`src/rtl/flash_cmd_pkg.sv`:
```
package flash_cmd_pkg;
  typedef enum logic [2:0] {
    M_READ, M_ID, M_ERS_SETUP, M_ERS_VFY, M_PGM_SETUP, M_PGM_VFY, M_RST_ARM
  } mode_e;

  localparam logic [7:0] OP_READ    = 8'h00;
  localparam logic [7:0] OP_IDENT   = 8'h90;
  localparam logic [7:0] OP_ERS     = 8'h20;
  localparam logic [7:0] OP_ERS_VFY = 8'hA0;
  localparam logic [7:0] OP_PGM     = 8'h40;
  localparam logic [7:0] OP_PGM_VFY = 8'hC0;
  localparam logic [7:0] OP_RESET   = 8'hFF;
endpackage

```
`src/rtl/flash_we_sync.sv`:
```
module flash_we_sync #(
  parameter int ADDR_W = 17
) (
  input  logic              clk_i,
  input  logic              rst_ni,
  input  logic              ce_ni,
  input  logic              we_ni,
  input  logic [ADDR_W-1:0] addr_i,
  output logic              wr_stb_o,
  output logic [ADDR_W-1:0] wr_addr_o
);
  logic              we_q;
  logic [ADDR_W-1:0] addr_q;
  logic              we_fall, we_rise;

  assign we_fall = we_q & ~we_ni & ~ce_ni;
  assign we_rise = ~we_q & we_ni & ~ce_ni;

  always_ff @(posedge clk_i or negedge rst_ni) begin
    if (!rst_ni) begin
      we_q   <= 1'b1;
      addr_q <= '0;
    end else begin
      we_q <= we_ni;
      if (we_fall) addr_q <= addr_i;
    end
  end

  assign wr_stb_o  = we_rise;
  assign wr_addr_o = addr_q;
endmodule

```
`src/rtl/flash_cmd_fsm.sv`:
```
module flash_cmd_fsm
  import flash_cmd_pkg::*;
#(
  parameter int ADDR_W = 17
) (
  input  logic              clk_i,
  input  logic              rst_ni,
  input  logic              vpp_hi_i,
  input  logic              wr_stb_i,
  input  logic [ADDR_W-1:0] wr_addr_i,
  input  logic [7:0]        wr_data_i,
  output mode_e             mode_o,
  output logic [ADDR_W-1:0] vfy_addr_o,
  output logic [ADDR_W-1:0] pgm_addr_o,
  output logic [7:0]        pgm_data_o,
  output logic              erase_o,
  output logic              prog_o
);
  mode_e             mode_q, mode_d, dec;
  logic [ADDR_W-1:0] vfy_q, vfy_d, pgm_addr_q, pgm_addr_d;
  logic [7:0]        pgm_data_q, pgm_data_d;
  logic              erase_d, prog_d;

  always_comb begin
    unique case (wr_data_i)
      OP_IDENT:   dec = M_ID;
      OP_ERS:     dec = M_ERS_SETUP;
      OP_ERS_VFY: dec = M_ERS_VFY;
      OP_PGM:     dec = M_PGM_SETUP;
      OP_PGM_VFY: dec = M_PGM_VFY;
      OP_RESET:   dec = M_RST_ARM;
      default:    dec = M_READ;
    endcase
  end

  always_comb begin
    mode_d     = mode_q;
    vfy_d      = vfy_q;
    pgm_addr_d = pgm_addr_q;
    pgm_data_d = pgm_data_q;
    erase_d    = 1'b0;
    prog_d     = 1'b0;
    if (!vpp_hi_i) begin
      mode_d = M_READ;
    end else if (wr_stb_i) begin
      case (mode_q)
        M_ERS_SETUP: begin
          erase_d = (wr_data_i == OP_ERS);
          mode_d  = M_READ;
        end
        M_PGM_SETUP: begin
          prog_d     = 1'b1;
          pgm_addr_d = wr_addr_i;
          pgm_data_d = wr_data_i;
          mode_d     = M_READ;
        end
        M_RST_ARM: mode_d = (wr_data_i == OP_RESET) ? M_READ : dec;
        default:   mode_d = dec;
      endcase
      if (mode_d == M_ERS_VFY) vfy_d = wr_addr_i;
    end
  end

  always_ff @(posedge clk_i or negedge rst_ni) begin
    if (!rst_ni) begin
      mode_q     <= M_READ;
      vfy_q      <= '0;
      pgm_addr_q <= '0;
      pgm_data_q <= '0;
      erase_o    <= 1'b0;
      prog_o     <= 1'b0;
    end else begin
      mode_q     <= mode_d;
      vfy_q      <= vfy_d;
      pgm_addr_q <= pgm_addr_d;
      pgm_data_q <= pgm_data_d;
      erase_o    <= erase_d;
      prog_o     <= prog_d;
    end
  end

  assign mode_o     = mode_q;
  assign vfy_addr_o = vfy_q;
  assign pgm_addr_o = pgm_addr_q;
  assign pgm_data_o = pgm_data_q;
endmodule

```
`src/rtl/flash_read_mux.sv`:
```
module flash_read_mux
  import flash_cmd_pkg::*;
#(
  parameter int         ADDR_W   = 17,
  parameter logic [7:0] MFR_CODE = 8'h89,
  parameter logic [7:0] DEV_CODE = 8'hB4
) (
  input  mode_e             mode_i,
  input  logic              ce_ni,
  input  logic              oe_ni,
  input  logic [ADDR_W-1:0] addr_i,
  input  logic [ADDR_W-1:0] vfy_addr_i,
  input  logic [ADDR_W-1:0] pgm_addr_i,
  input  logic [7:0]        array_rdata_i,
  output logic [ADDR_W-1:0] array_addr_o,
  output logic [7:0]        rdata_o
);
  localparam logic [ADDR_W-1:0] ID_MFR_ADDR = ADDR_W'(0);
  localparam logic [ADDR_W-1:0] ID_DEV_ADDR = ADDR_W'(1);

  logic [7:0] id_byte;

  always_comb begin
    case (mode_i)
      M_ERS_VFY: array_addr_o = vfy_addr_i;
      M_PGM_VFY: array_addr_o = pgm_addr_i;
      default:   array_addr_o = addr_i;
    endcase
  end

  always_comb begin
    if (addr_i == ID_MFR_ADDR)      id_byte = MFR_CODE;
    else if (addr_i == ID_DEV_ADDR) id_byte = DEV_CODE;
    else                            id_byte = 8'h00;
  end

  always_comb begin
    if (ce_ni || oe_ni)       rdata_o = 8'h00;
    else if (mode_i == M_ID)  rdata_o = id_byte;
    else                      rdata_o = array_rdata_i;
  end
endmodule

```
`src/rtl/flash_cmd_ctrl.sv`:
```
module flash_cmd_ctrl
  import flash_cmd_pkg::*;
#(
  parameter int         ADDR_W   = 17,
  parameter logic [7:0] MFR_CODE = 8'h89,
  parameter logic [7:0] DEV_CODE = 8'hB4
) (
  input  logic              clk_i,
  input  logic              rst_ni,
  input  logic              ce_ni,
  input  logic              we_ni,
  input  logic              oe_ni,
  input  logic              vpp_hi_i,
  input  logic [ADDR_W-1:0] addr_i,
  input  logic [7:0]        data_i,
  input  logic [7:0]        array_rdata_i,
  output logic [7:0]        rdata_o,
  output logic [ADDR_W-1:0] array_addr_o,
  output logic              erase_o,
  output logic              prog_o,
  output logic [ADDR_W-1:0] prog_addr_o,
  output logic [7:0]        prog_data_o
);
  logic              wr_stb;
  logic [ADDR_W-1:0] wr_addr, vfy_addr;
  mode_e             mode;

  flash_we_sync #(.ADDR_W(ADDR_W)) u_we (
    .clk_i    (clk_i),
    .rst_ni   (rst_ni),
    .ce_ni    (ce_ni),
    .we_ni    (we_ni),
    .addr_i   (addr_i),
    .wr_stb_o (wr_stb),
    .wr_addr_o(wr_addr)
  );

  flash_cmd_fsm #(.ADDR_W(ADDR_W)) u_fsm (
    .clk_i     (clk_i),
    .rst_ni    (rst_ni),
    .vpp_hi_i  (vpp_hi_i),
    .wr_stb_i  (wr_stb),
    .wr_addr_i (wr_addr),
    .wr_data_i (data_i),
    .mode_o    (mode),
    .vfy_addr_o(vfy_addr),
    .pgm_addr_o(prog_addr_o),
    .pgm_data_o(prog_data_o),
    .erase_o   (erase_o),
    .prog_o    (prog_o)
  );

  flash_read_mux #(.ADDR_W(ADDR_W), .MFR_CODE(MFR_CODE), .DEV_CODE(DEV_CODE)) u_rd (
    .mode_i       (mode),
    .ce_ni        (ce_ni),
    .oe_ni        (oe_ni),
    .addr_i       (addr_i),
    .vfy_addr_i   (vfy_addr),
    .pgm_addr_i   (prog_addr_o),
    .array_rdata_i(array_rdata_i),
    .array_addr_o (array_addr_o),
    .rdata_o      (rdata_o)
  );
endmodule

```
`config.mk`:
```
export PLATFORM = sky130hd
export DESIGN_NAME = flash_cmd_ctrl
export DESIGN_NICKNAME = d
export VERILOG_FILES = /design/src/rtl/flash_cmd_pkg.sv /design/src/rtl/flash_we_sync.sv /design/src/rtl/flash_cmd_fsm.sv /design/src/rtl/flash_read_mux.sv /design/src/rtl/flash_cmd_ctrl.sv
export SDC_FILE = /design/constraint.sdc
export NUM_CORES = 1
export LEC_CHECK = 0
export CORE_ASPECT_RATIO = 2
export CORE_MARGIN = 2
export CORE_UTILIZATION = 51
export DETAILED_ROUTE_END_ITERATION = 6
export GPL_TIMING_DRIVEN = 0
export MAX_ROUTING_LAYER = met4
export PLACE_DENSITY = 0.86
export SLEW_MARGIN = 20
export SYNTH_ARGS = -nofsm -noshare
export SYNTH_HDL_FRONTEND = slang
export SYNTH_SLANG_ARGS = --single-unit
```
`constraint.sdc`:
```
create_clock -name clk_i -period 3.1 [get_ports clk_i]
set_clock_uncertainty 0.1 [all_clocks]
set_input_delay 0.775 -clock clk_i [delete_from_list [all_inputs] [get_ports clk_i]]
set_output_delay 0.775 -clock clk_i [all_outputs]
set_load 0.005 [all_outputs]
```
==> run metrics <==
run status=finished with violations; failing checks=design-rule violations; Seq/Total Area, Yosys=between 50% and 60%; WL per Instance=19.8 um; die width=58.8 um; Critical Path RT=2.22 ns; clk slew on worst S/H paths=roughly 0.050 ns; crit-path max FO=7; Row Count=40; Leak=2.23 nW; Worst Path Arrival=approximately 2.2 ns; largest family of logic cells by synthesized area=multiplexers; Setup crit start kind=primary input; Logic pwr share=a little under a tenth; top-area cell type share of the netlist area=52.2%; synthesis-to-finish area growth=47.7%; Pre-Repair DR Iteration Count=7; n_diodes=0; dominant synthesized flop cell=dfrtp_1; fillers=381; Net Sw Frac=between 20% and 30%; Slew Limit Fails=0; CP startpoint=oe_ni; slowest stage cell, crit path=clkdlybuf4s50_1; total congestion overflow=0; synth unique cells=38; Nets=390; worst skew pair latency=0.33 ns; worst min path class=in2async; worst vdd ir=0.407 mV; Netlist Area Pre-Place=3070 sq um; Post-Synth Simple-Gate Area=12.9%; mux contribution to synthesized area=23.2%; Post-DP Area=4060 sq um; Hold-fix buffers, CTS=0; die height=between 100 and 150 um; Setup crit end kind=primary output; Tmin final=3.03 ns; post-layout util=76.7%; final hold slack=0.186 ns; vias per cell=5.87; Reg2Reg Launch Point=u_we.we_q; Clock power frac=roughly 47%; number of port buffers=89; antenna viol nets, final=0; DRC=9; first-pass GRT wire length=13000 um; Async SR Flop Fraction=between 90% and 100%; Commonest cells post-synth=dfrtp_1, mux2_2, nand2_1; number of synthesized flops with an enable pin=0; final worst-path cycle share=97.7%; Seq pwr share=43.3%; Synth Warn #=0; Sequential Area=1630 sq um; P_int=1.66 mW; Cell Chain, Critical Path=clkdlybuf4s50_1, nor3_4, and2_1, clkdlybuf4s50_1; vias in the first global route=2577; highest clock rate=330 MHz; CTS tree=done; CTS Buf Count=9; largest net degree at the start of global routing=56; Max H-tree Level=3; synth top area cells=dfrtp_1, mux2_2, mux2_4, nand2_1, a22oi_1; Setup CP Type=in2out; Synth Area in XOR/XNOR=0.286%; IO Count=91; HPWL Detailed=5260 um; Pwr Density=475 nW/um^2; Post-Synthesis Cells=244; Mapped Nets=283; routability cong.=0.769; worst slew pin tran=0.721 ns; Synth Area per Inst=12.6 sq um; Initial Util=51.9%; multi-input logic area=1470 sq um; Max stage delay on crit path=0.50 ns; layout cell share with drive strength beyond 1=32.3%; Synth area leader=dfrtp_1; Psw=approximately 0.50 mW; CP dominant cell by count=clkdlybuf4s50_1; clk buf depth=2; initial antenna violation count=0; 1st-iter DRT viols=83; RSZ-0062 raised after global routing=no; CTS root buf=clkbuf_16; area of the core=5910 sq um; Slew HR=between 50% and 60%; clock sink total=65; Die Footprint=roughly 6700 sq um; Post-Place Setup Slack=-0.735 ns; count leader, synth=dfrtp_1; synthesized flop and latch total=65; Synth Area in Adders=0%; Compound-Gate Fraction of Synth Area=8.28%; max cap viols=0; total number of vias=around 2500; final setup fails=0; fin area=4530 sq um; WL final=8310 um; Setup WS post-layout=0.0714 ns; Hold Vio Cnt, Final=0; Global Route Usage Sum=a little over a quarter
sequential cells by signal, summed over array words and instances, names as in the netlist:
name and flops:
u_fsm.pgm_addr_o 17, u_fsm.vfy_addr_o 17, u_we.wr_addr_o 17, u_fsm.pgm_data_o 8
u_fsm.mode_o 3, u_fsm.erase_o 1, u_fsm.prog_o 1, u_we.we_q 1
what timing repair did:
| item | 4_1_cts | 5_1_grt |
|---|---|---|
| cloned | 0 | 1 |
| endpoints found under the setup margin | 25 | 19 |
| resized for setup | 36 | 26 |
| pin swaps | 6 | 6 |
| buffers inserted | 2 | 5 |
final timing paths:
kind / endpoint / slack [ns] / cells past startpoint
setup / recovery: rdata_o[1] / 0.07 / 4
hold / removal: u_fsm.pgm_addr_o[0] / 0.19 / 1
setup reg to reg: u_we.wr_addr_o[12] / 0.93 / 3
hold reg to reg: u_fsm.vfy_addr_o[6] / 0.41 / 1
max in group asynchronous: u_fsm.pgm_addr_o[8] / 2.22 / 2
min in group clk_i: u_fsm.vfy_addr_o[6] / 0.41 / 1
final cells by class:
cell class,count,share of cell area [%]
sequential,65,36.0
multi-input combinational,168,32.5
timing repair buffer,97,21.4
clock buffer,10,5.28
tap,63,1.74
clock inverter,6,1.46
buffer,8,1.44
inverter,2,0.166
stage by stage:
step	TNS [ns]	instances	power, mW
after floorplan	0	244	1.01
after global placement	-56.19	396	1.13
after detailed placement	-5.17	397	1.15
after CTS	-1.35	413	2.17
after global routing	0	419	2.24
final	0	419	2.15
critical path, delay by kind of cell:
family,cells,cell delay [ns]
buf+inv,2,0.97
simple gates,2,0.41
cell families after synthesis:
| family | Yosys count |
|---|---|
| AND/OR/NAND/NOR | 73 |
| flip-flops | 65 |
| multiplexers | 60 |
| AO/OA/AOI/OAI | 33 |
| buffers and inverters | 12 |
| XOR/XNOR | 1 |
cells in the final DEF (no fill, tap or decap), types with 2 or more instances in the layout:
cell type | netlist | final
nor4_2 | 1 | 3
nor2_1 | 7 | 5
dfrtp_2 | 0 | 3
o21ai_0 | 6 | 6
nand4_1 | 2 | 2
a21o_1 | 5 | 5
nor3_4 | 1 | 4
and3b_2 | 0 | 2
nor3b_1 | 3 | 2
mux2_4 | 10 | 10
dlygate4sd2_1 | 0 | 10
and2_1 | 4 | 4
nor3b_2 | 1 | 2
clkbuf_4 | 1 | 3
nand3_1 | 5 | 5
mux2_1 | 2 | 2
clkbuf_16 | 0 | 9
clkdlybuf4s50_1 | 0 | 64
nor4_4 | 0 | 2
mux2_2 | 47 | 47
clkbuf_2 | 0 | 2
buf_4 | 0 | 8
buf_2 | 4 | 3
nand2_1 | 34 | 34
a22oi_1 | 16 | 16
clkdlybuf4s15_1 | 0 | 4
dfrtp_1 | 64 | 61
inv_1 | 2 | 2
dlymetal6s2s_1 | 0 | 7
clkinvlp_4 | 0 | 3
power by group through the flow:
stage	Clock, mW	Combinational (mW)	Sequential [mW]
2_1_floorplan	0	0.0751	0.932
3_3_place_gp	0	0.191	0.937
3_5_place_dp	0	0.202	0.944
4_1_cts	1.04	0.201	0.931
5_1_grt	1.08	0.223	0.937
6_report	1.02	0.205	0.931
per-layer routing:
metal | part of all wire [%] | routed length [um] | global-route usage (%)
met1 | 40 | 3290 | 33.5
met2 | 53 | 4430 | 42.1
met3 | 5.8 | 479 | 6.69
met4 | 1.3 | 112 | 10.6
met5 | 0 | 0 | -
(Power assumes the default switching activity.)
